`src/rtl/wake_pkg.sv`:
```
// Package: shared constants and the per-source state type for the wake detector.
// Assumes: three sources, indexed 0 = AC, 1 = power button, 2 = lid.
package wake_pkg;
    localparam int NUM_SRC = 3;
    localparam int CNT_W   = 16;
    // Wake level of each source, one bit per index (AC high, button low, lid high).
    localparam logic [NUM_SRC-1:0] WAKE_LVL = 3'b101;

    typedef enum logic {
        SRC_IDLE = 1'b0,
        SRC_DEB  = 1'b1
    } src_state_e;
endpackage

```
`src/rtl/wake_debounce.sv`:
```
// Module: one debounced wake source. A debounce starts on a transition into
// WAKE_LVL seen while enabled. It counts while the line holds that level, and
// it pulses hit_o at the edge where the count reaches limit_i.
// Assumes: line_i is already synchronous to clk, and limit_i is steady during a debounce.
module wake_debounce
    import wake_pkg::*;
#(
    parameter int   W   = 16,
    parameter logic LVL = 1'b1
) (
    input  logic         clk,
    input  logic         rst_n,
    input  logic         en_i,
    input  logic         line_i,
    input  logic [W-1:0] limit_i,
    output logic         hit_o
);
    logic       at_lvl;
    logic       at_prev_q;
    src_state_e st_q;
    logic [W-1:0] cnt_q;

    // Decode whether the line sits at its wake level this cycle.
    assign at_lvl = (line_i == LVL);

    // Completion: still debouncing, still enabled, still at level, count reached.
    assign hit_o = (st_q == SRC_DEB) && en_i && at_lvl && (cnt_q >= limit_i);

    // Track the previous level. It resets to "at level" so that a line stuck
    // active out of reset needs a fresh transition.
    always_ff @(posedge clk) begin
        if (!rst_n) at_prev_q <= 1'b1;
        else        at_prev_q <= at_lvl;
    end

    // State and counter: enter on a qualified transition, leave on loss, disable or hit.
    always_ff @(posedge clk) begin
        if (!rst_n) begin
            st_q  <= SRC_IDLE;
            cnt_q <= '0;
        end else begin
            case (st_q)
                SRC_IDLE: begin
                    cnt_q <= '0;
                    if (en_i && at_lvl && !at_prev_q) st_q <= SRC_DEB;
                end
                default: begin
                    if (!en_i || !at_lvl || hit_o) begin
                        st_q  <= SRC_IDLE;
                        cnt_q <= '0;
                    end else begin
                        cnt_q <= cnt_q + 1'b1;
                    end
                end
            endcase
        end
    end


    // no_hold_loss_chk
    no_hold_loss_chk: assert property (@(posedge clk) disable iff (!rst_n)
        (st_q == SRC_DEB && !at_lvl) |=> (st_q == SRC_IDLE));


    // no_disable_hold_chk
    no_disable_hold_chk: assert property (@(posedge clk) disable iff (!rst_n)
        (!en_i) |=> (st_q == SRC_IDLE));


    // no_level_start_chk
    no_level_start_chk: assert property (@(posedge clk) disable iff (!rst_n)
        (st_q == SRC_IDLE && at_prev_q) |=> (st_q == SRC_IDLE));


    // idle_cnt_zero_chk
    idle_cnt_zero_chk: assert property (@(posedge clk) disable iff (!rst_n)
        (st_q == SRC_IDLE) |-> (cnt_q == '0));
endmodule

```
`src/rtl/wake_status.sv`:
```
// Module: sticky wake flag. A completion from any source sets it and clr_i
// empties it; when both arrive at the same edge, the set wins.
// Assumes: set_i pulses are one cycle wide and synchronous to clk.
module wake_status #(
    parameter int N = 3
) (
    input  logic         clk,
    input  logic         rst_n,
    input  logic [N-1:0] set_i,
    input  logic         clr_i,
    output logic         wake_o
);
    logic any_set;

    // Merge the completion pulses of all sources.
    assign any_set = |set_i;

    // Update the flag: set has priority over clear.
    always_ff @(posedge clk) begin
        if (!rst_n)       wake_o <= 1'b0;
        else if (any_set) wake_o <= 1'b1;
        else if (clr_i)   wake_o <= 1'b0;
    end


    // flag_sticky_chk
    flag_sticky_chk: assert property (@(posedge clk) disable iff (!rst_n)
        (wake_o && !any_set && !clr_i) |=> wake_o);


    // flag_clear_chk
    flag_clear_chk: assert property (@(posedge clk) disable iff (!rst_n)
        (clr_i && !any_set) |=> !wake_o);


    // flag_set_chk
    flag_set_chk: assert property (@(posedge clk) disable iff (!rst_n)
        any_set |=> wake_o);
endmodule

```
`src/rtl/wake_detect_top.sv`:
```
// Module: low-power wake detector top. It packs the three source lines and
// counts into arrays, runs one debouncer per source and merges their completions.
// Assumes: all inputs are synchronous to the always-on clock.
module wake_detect_top
    import wake_pkg::*;
(
    input  logic             clk,
    input  logic             rst_n,
    input  logic             en_i,
    input  logic             clr_i,
    input  logic             ac_i,
    input  logic             pwrb_i,
    input  logic             lid_i,
    input  logic [CNT_W-1:0] ac_cnt_i,
    input  logic [CNT_W-1:0] pwrb_cnt_i,
    input  logic [CNT_W-1:0] lid_cnt_i,
    output logic             wake_o
);
    logic [NUM_SRC-1:0] lines;
    logic [CNT_W-1:0]   limits [NUM_SRC];
    logic [NUM_SRC-1:0] hits;

    // Gather the per-source lines and counts into indexed form.
    always_comb begin
        lines     = {lid_i, pwrb_i, ac_i};
        limits[0] = ac_cnt_i;
        limits[1] = pwrb_cnt_i;
        limits[2] = lid_cnt_i;
    end

    for (genvar g = 0; g < NUM_SRC; g++) begin : g_src
        wake_debounce #(
            .W   (CNT_W),
            .LVL (WAKE_LVL[g])
        ) u_deb (
            .clk     (clk),
            .rst_n   (rst_n),
            .en_i    (en_i),
            .line_i  (lines[g]),
            .limit_i (limits[g]),
            .hit_o   (hits[g])
        );
    end

    wake_status #(
        .N (NUM_SRC)
    ) u_status (
        .clk    (clk),
        .rst_n  (rst_n),
        .set_i  (hits),
        .clr_i  (clr_i),
        .wake_o (wake_o)
    );
endmodule

```
`config.mk`:
```
export PLATFORM = sky130hd
export DESIGN_NAME = wake_detect_top
export DESIGN_NICKNAME = d
export VERILOG_FILES = /design/src/rtl/wake_pkg.sv /design/src/rtl/wake_debounce.sv /design/src/rtl/wake_status.sv /design/src/rtl/wake_detect_top.sv
export SDC_FILE = /design/constraint.sdc
export NUM_CORES = 1
export LEC_CHECK = 0
export ABC_AREA = 1
export BUFFER_PORTS_ARGS = -buffer_cell sky130_fd_sc_hd__buf_2
export CAP_MARGIN = 10
export CORE_MARGIN = 2
export CORE_UTILIZATION = 50
export DETAILED_ROUTE_END_ITERATION = 16
export PLACE_DENSITY = 0.71
export SYNTH_ARGS = -nofsm -noshare
export SYNTH_HDL_FRONTEND = slang
export SYNTH_HIERARCHICAL = 1
export SYNTH_SLANG_ARGS = --single-unit
```
`constraint.sdc`:
```
create_clock -name clk -period 1.73 [get_ports clk]
set_clock_uncertainty 0.05 [all_clocks]
set_input_delay 0.173 -clock clk [delete_from_list [all_inputs] [get_ports clk]]
set_output_delay 0.173 -clock clk [all_outputs]
set_load 0.01 [all_outputs]
```
==> run_results.csv, run 1 <==
group,metric,value,unit
finish,finalNonFillerCells,746,
worst_hold_path,hold_class,"input port to flop",
floorplan,die_x,93.5,um
clocking,clk_latency,0.31,ns
route,first_iter_violations,108,
floorplan,fp-row-count,32,
finish,fillers,675,
floorplan,ios,56,
global_routing,grt-ovfl-total,0,
yosys,yosys.cell_types.count,24,
global_routing,first_global_vias,3285,
timing,finalHoldViolCount,0,
run,cap_viol_max_count,0,
timing,slew_headroom,67.0,%
timing,rsz0062_at_grt,"true",
finish,drive_gt1_share,31.1,%
timing,fin_crit,1.71,ns
yosys,avgSynthCellArea,7.35,sq um
finish,postLayoutCoreUtil,64.6,%
floorplan,core-area,7730,sq um
yosys,ys_ff_latch,55,
clocking,clock-root-buffer,"clkbuf_8",
global_routing,grt_pass1_wl,13500,um
critical_path,crit_arrival,1.87,ns
clocking,cts_buffer_depth,2,
finish,syn_to_final_growth,24.6,%
yosys,ys_warn_count,6,
outcome,status,"complete, no violations",
clocking,cts-buffers-inserted,5,
timing,worstMarginPinSlew,0.492,ns
clocking,cts.sinks,55,
finish,diodes,0,
global_routing,grt_max_degree,18,
finish,final_nets,749,
critical_path,cp.required,1.89,ns
clocking,h-tree-depth,2,
route,wl_per_cell,11.5,um
power,p_total,2.47,mW
placed_design,portBuffers,55,
floorplan,die_h,93.5,um
critical_path,start_kind,"flop",
clocking,cts_tree,"done",
timing,finalSetupTns,0,ns
critical_path,setup.worst_path.class,"flop to flop",
power,powerDensity,495,nW/um^2
route,antenna_left,0,
placed_design,place_area,4570,sq um
global_routing,antenna_found_initial,0,
yosys,synth_top_area_share,27.5,%
yosys,synth_area,4010,sq um
timing,fin_crit_sh,99.0,%
placed_design,placed_cells,725,
floorplan,die_area,8740,sq um
placed_design,gp_congestion,0.868,
finish,fin_area,4990,sq um
critical_path,critical_path.max_fanout,3,
power,p_leak,2.34,nW
yosys,syn_inst,545,
route,drc,0,
timing,setup_violations,0,
route,drt_wl_total,8540,um
yosys,seq_area_frac_synth,27.5,%
yosys,synth_nets,651,
clocking,path_clk_slew,0.11,ns
critical_path,end_kind,"flop",
timing,max_freq,584,MHz
route,viasPerCell,4.78,
power,ir_drop,0.322,mV
floorplan,start_util,51.8,%
yosys,synthTopCellsByArea,"dfxtp_1, ha_1, inv_1",
global_routing,grt_usage,18.7,%
timing,slew_violations,0,
yosys,yosys.area.top_type,"dfxtp_1",
placed_design,dp_hpwl,6480,um
route,drt_first_pass_iters,6,
route,vias,3568,
## power breakdown
group,switching (mW),total [mW],internal (mW),leakage (nW)
Clock,0.422,1.00,0.577,0.0644
Sequential,0.00184,1.27,1.27,0.450
Combinational,0.102,0.201,0.0989,1.83
## final cells by class
type	count	area, sq um	share of cell area [%]
multi-input combinational	377	2630	52.8
sequential	55	1120	22.4
timing repair buffer	90	544	10.9
inverter	114	428	8.58
tap	102	128	2.56
clock buffer	5	68.8	1.38
clock inverter	3	67.6	1.35
## state kept, by name (all words and copies together), names as in the netlist
name and flops:
u_status/wake_o 1, g_src.u_deb/cnt_q 48, g_src.u_deb/st_q 3, g_src.u_deb/at_prev_q 3
## synth_stat cells
cell type    n
a21oi_1     21
buf_6        3
dfxtp_1     55
ha_1        51
inv_1      113
inv_2        1
nand2_1    102
nand2_2      5
nand2_4      3
nand3_1     16
nand3_2      6
nand3_4      3
nand4_1     12
nor2_1      53
nor2_2      36
nor2_4       9
nor3_1       6
nor3_2       2
nor3_4       1
o21ai_0      3
o21bai_1     3
or2_2        2
xnor2_1     24
xor2_1      15
## worst paths after layout
| check | startpoint | endpoint | slack (ns) | depth (start not counted) |
|---|---|---|---|---|
| max reg2reg | g_src[1].u_deb/cnt_q[5]$_SDFF_PP0_ | u_status/wake_o$_SDFFE_PN0P_ | 0.02 | 13 |
| max | g_src[1].u_deb/cnt_q[5]$_SDFF_PP0_ | u_status/wake_o$_SDFFE_PN0P_ | 0.02 | 13 |
| min | rst_n | g_src[1].u_deb/at_prev_q$_SDFF_PN1_ | 0.04 | 2 |
| min reg2reg | g_src[2].u_deb/at_prev_q$_SDFF_PN1_ | g_src[2].u_deb/st_q$_SDFF_PN0_ | 0.43 | 3 |
## critical path, cell delays in order, from the launching register on
cell and delay (ns):
dfxtp_2 0.36, ha_4 0.20, nand2_1 0.06, nand2_1 0.06
nand2_1 0.06, nand2_1 0.06, nor2_1 0.12, nand2_1 0.10
nand2_2 0.13, a21oi_2 0.07, nor2_1 0.15, nand3_1 0.08
nand2_1 0.07, inv_1 0.03
## cells by family after synthesis
| logic type | Yosys count | synth area share (%) |
|---|---|---|
| DFF | 55 | 27.5 |
| xor gates and xnor gates | 39 | 8.53 |
| and+or+nand+nor | 256 | 33.0 |
| adders and majority gates | 51 | 15.9 |
| AOI/OAI and AO/OA | 27 | 3.56 |
| buffers and inverters | 117 | 11.5 |
## cell usage in the layout, fill, tap and decap left out, drive strengths merged, types with 5 or more instances in the layout
cell type,count
xnor2,24
ha,51
nor3,9
nor2,98
clkbuf,5
xor2,15
inv,114
nand2,110
nand4,12
a21oi,21
dfxtp,55
buf,89
nand3,29
## repair_timing
item | CTS | global route
endpoints found under the hold margin | 1 | 0
setup endpoints to repair | 8 | 52
hold buffers | 1 | 0
gates cloned | 0 | 4
gates resized for setup | 2 | 34
buffers inserted | 1 | 7
pin swaps | 1 | 18
## layer usage
layer  share of wire, %  wire [um]  global-route usage (%)  vias up
met5                  0          0                       0        -
met4               0.62         53                    3.68        0
met3                3.3        284                    2.90        6
met2                 52       4420                    35.1       62
met1                 44       3790                    22.4     1626
li1                   -          -                       -     1874
## through the flow
step / hold WS, ns / setup WS (ns)
floorplan: 0.185 / 0.210
global placement: 0.301 / 0.0485
detailed placement: 0.308 / -0.0278
CTS: 0.0193 / 0.000403
global route: 0.0222 / -0.0872
finish: 0.0381 / 0.0180
No activity file was read; power rests on OpenSTA's default activity.
==> run 2, diff against run 1 <==
--- a/config.mk
+++ b/config.mk
@@ -5,7 +5,6 @@
 export SDC_FILE = /design/constraint.sdc
 export NUM_CORES = 1
 export LEC_CHECK = 0
-export ABC_AREA = 1
 export BUFFER_PORTS_ARGS = -buffer_cell sky130_fd_sc_hd__buf_2
 export CAP_MARGIN = 10
 export CORE_MARGIN = 2
==> run_results.csv, run 2 <==
group,metric,value,unit
yosys,seq_area_frac_synth,29.4,%
finish,finalNonFillerCells,656,
critical_path,critical_path.max_fanout,2,
global_routing,grt-ovfl-total,0,
global_routing,grt_pass1_wl,16700,um
yosys,yosys.cell_types.count,45,
clocking,clk_latency,0.31,ns
route,wl_per_cell,16.7,um
yosys,yosys.area.top_type,"dfxtp_1",
global_routing,met2_usage,46.0,%
yosys,async_flop_share,0,%
global_routing,use_met3,3.84,%
finish,largest_register,"g_src.u_deb/cnt_q",
placed_design,dpl_worst_slack,-0.412,ns
timing,fin_ws,-0.389,ns
floorplan,start_util,51.6,%
global_routing,first_global_vias,3690,
clocking,path_clk_slew,0.09,ns
critical_path,setup.worst_path.class,"flop to flop",
yosys,synthFlopType,"dfxtp_1",
route,vias,3638,
clocking,clock-root-buffer,"clkbuf_8",
finish,final_nets,664,
outcome,violations,"setup timing",
yosys,synth_top_cells_by_count,"dfxtp_1, inv_1, ha_1",
placed_design,portBuffers,55,
route,drt_first_pass_iters,4,
floorplan,die_x,90.5,um
yosys,ys_ff_latch,55,
global_routing,grt_usage,24.7,%
timing,setup_violations,52,
timing,finalSetupTns,-9.94,ns
placed_design,placed_cells,640,
clocking,cts_tree,"done",
placed_design,dp_hpwl,7050,um
global_routing,grt-busiest-layer,"met2",
global_routing,grt_max_degree,18,
timing,rsz0062_at_grt,"true",
clocking,cts-buffers-inserted,5,
outcome,status,"finished, violations left",
power,ir_drop,0.306,mV
critical_path,start_kind,"flop",
clocking,cts.sinks,55,
power,p_leak,2.35,nW
floorplan,core-area,7250,sq um
finish,drive_gt1_share,48.7,%
critical_path,end_kind,"flop",
finish,layout_commonest_cell,"buf_4",
clocking,h-tree-depth,2,
floorplan,die_area,8200,sq um
timing,slew_violations,0,
yosys,synth_top_area_share,29.4,%
finish,fin_area,5750,sq um
yosys,ys_warn_count,6,
yosys,synth_nets,523,
route,drt_wl_total,11000,um
critical_path,startpoint,"g_src[2].u_deb/cnt_q[5]$_SDFF_PP0_",
global_routing,antenna_found_initial,0,
route,antenna_left,0,
critical_path,crit_arrival,2.27,ns
power,p_total,2.20,mW
placed_design,gp_congestion,0.879,
timing,max_freq,472,MHz
yosys,avgSynthCellArea,8.98,sq um
clocking,cts_buffer_depth,2,
yosys,synthTopCellsByArea,"dfxtp_1, ha_1, xnor2_1",
worst_hold_path,holdCritStartpoint,"ac_i",
critical_path,cp.required,1.88,ns
run,cap_viol_max_count,0,
placed_design,place_area,4890,sq um
floorplan,die_h,90.5,um
worst_hold_path,hold_class,"input port to flop",
timing,fin_crit,2.12,ns
yosys,synth_edf_count,0,
power,powerDensity,383,nW/um^2
timing,slew_headroom,67.1,%
finish,diodes,0,
route,viasPerCell,5.55,
floorplan,ios,56,
timing,finalHoldViolCount,0,
global_routing,use_met1,28.7,%
finish,reg.largest.list,"g_src.u_deb/cnt_q x48, g_src.u_deb/at_prev_q x3, g_src.u_deb/st_q x3",
timing,fin_crit_sh,123,%
finish,largest_reg_flops,48,
floorplan,fp-row-count,31,
route,first_iter_violations,123,
yosys,syn_inst,417,
critical_path,timing.rr.start,"g_src[2].u_deb/cnt_q[5]$_SDFF_PP0_",
finish,most-common-layout-cells,"buf_4, buf_2, inv_1",
timing,worstMarginPinSlew,0.487,ns
finish,syn_to_final_growth,53.6,%
route,drc,0,
yosys,synth_area,3740,sq um
[run 2: critical path: stages, from the launching register on]
cell      delay (ns)
dfxtp_2         0.37
ha_4            0.20
a21o_1          0.20
a221oi_4        0.28
o22ai_2         0.13
o41a_1          0.41
o41a_1          0.37
[run 2: logic make-up after synthesis]
| kind of cell | Yosys count | share of synthesized area (%) |
|---|---|---|
| adders and majority gates | 51 | 17.0 |
| DFF | 55 | 29.4 |
| buffers and inverters | 64 | 6.75 |
| and+or+nand+nor | 165 | 26.6 |
| AOI/OAI and AO/OA | 42 | 10.8 |
| xor gates and xnor gates | 40 | 9.36 |
[run 2: path summary, 6_finish.rpt]
| kind | endpoint | slack, ns | cells after the start |
|---|---|---|---|
| min | g_src[0].u_deb/at_prev_q$_SDFF_PN1_ | 0.05 | 2 |
| min reg2reg | g_src[1].u_deb/st_q$_SDFF_PN0_ | 0.43 | 1 |
| max reg2reg | u_status/wake_o$_SDFFE_PN0P_ | -0.39 | 6 |
| max | u_status/wake_o$_SDFFE_PN0P_ | -0.39 | 6 |
[run 2: area by class of cell]
type	count	area [sq um]
clock buffer	6	72.6
multi-input combinational	298	3190
tap	99	124
timing repair buffer	143	1030
inverter	55	206
sequential	55	1130
fill	462	1500
[run 2: layer usage]
layer / up-vias / part of all wire (%)
met5: - / 0
met4: 0 / 4.1
met3: 40 / 3.7
met2: 96 / 52
met1: 1730 / 40
li1: 1772 / -
[run 2: metrics by stage]
step / hold WS [ns] / utilization [%]
2_1_floorplan: 0.185 / -
4_1_cts: 0.0430 / 74.6
6_report: 0.0536 / 79.3
3_5_place_dp: 0.308 / 67.4
5_1_grt: 0.0549 / 79.3
3_3_place_gp: 0.301 / 67.4
[run 2: what timing repair did]
item                                   CTS  global route
endpoints found under the hold margin    1             0
setup endpoints to repair               52            52
gates resized for setup                 69            54
pin swaps                               18            20
setup buffers                            3             3
cloned                                   4             0
hold buffers                             1             0
[run 2: where the power goes]
part / leakage (nW) / switching, mW / internal (mW)
logic: 1.86 / 0.120 / 0.130
registers: 0.454 / 0.00318 / 1.27
clock network: 0.0371 / 0.406 / 0.272
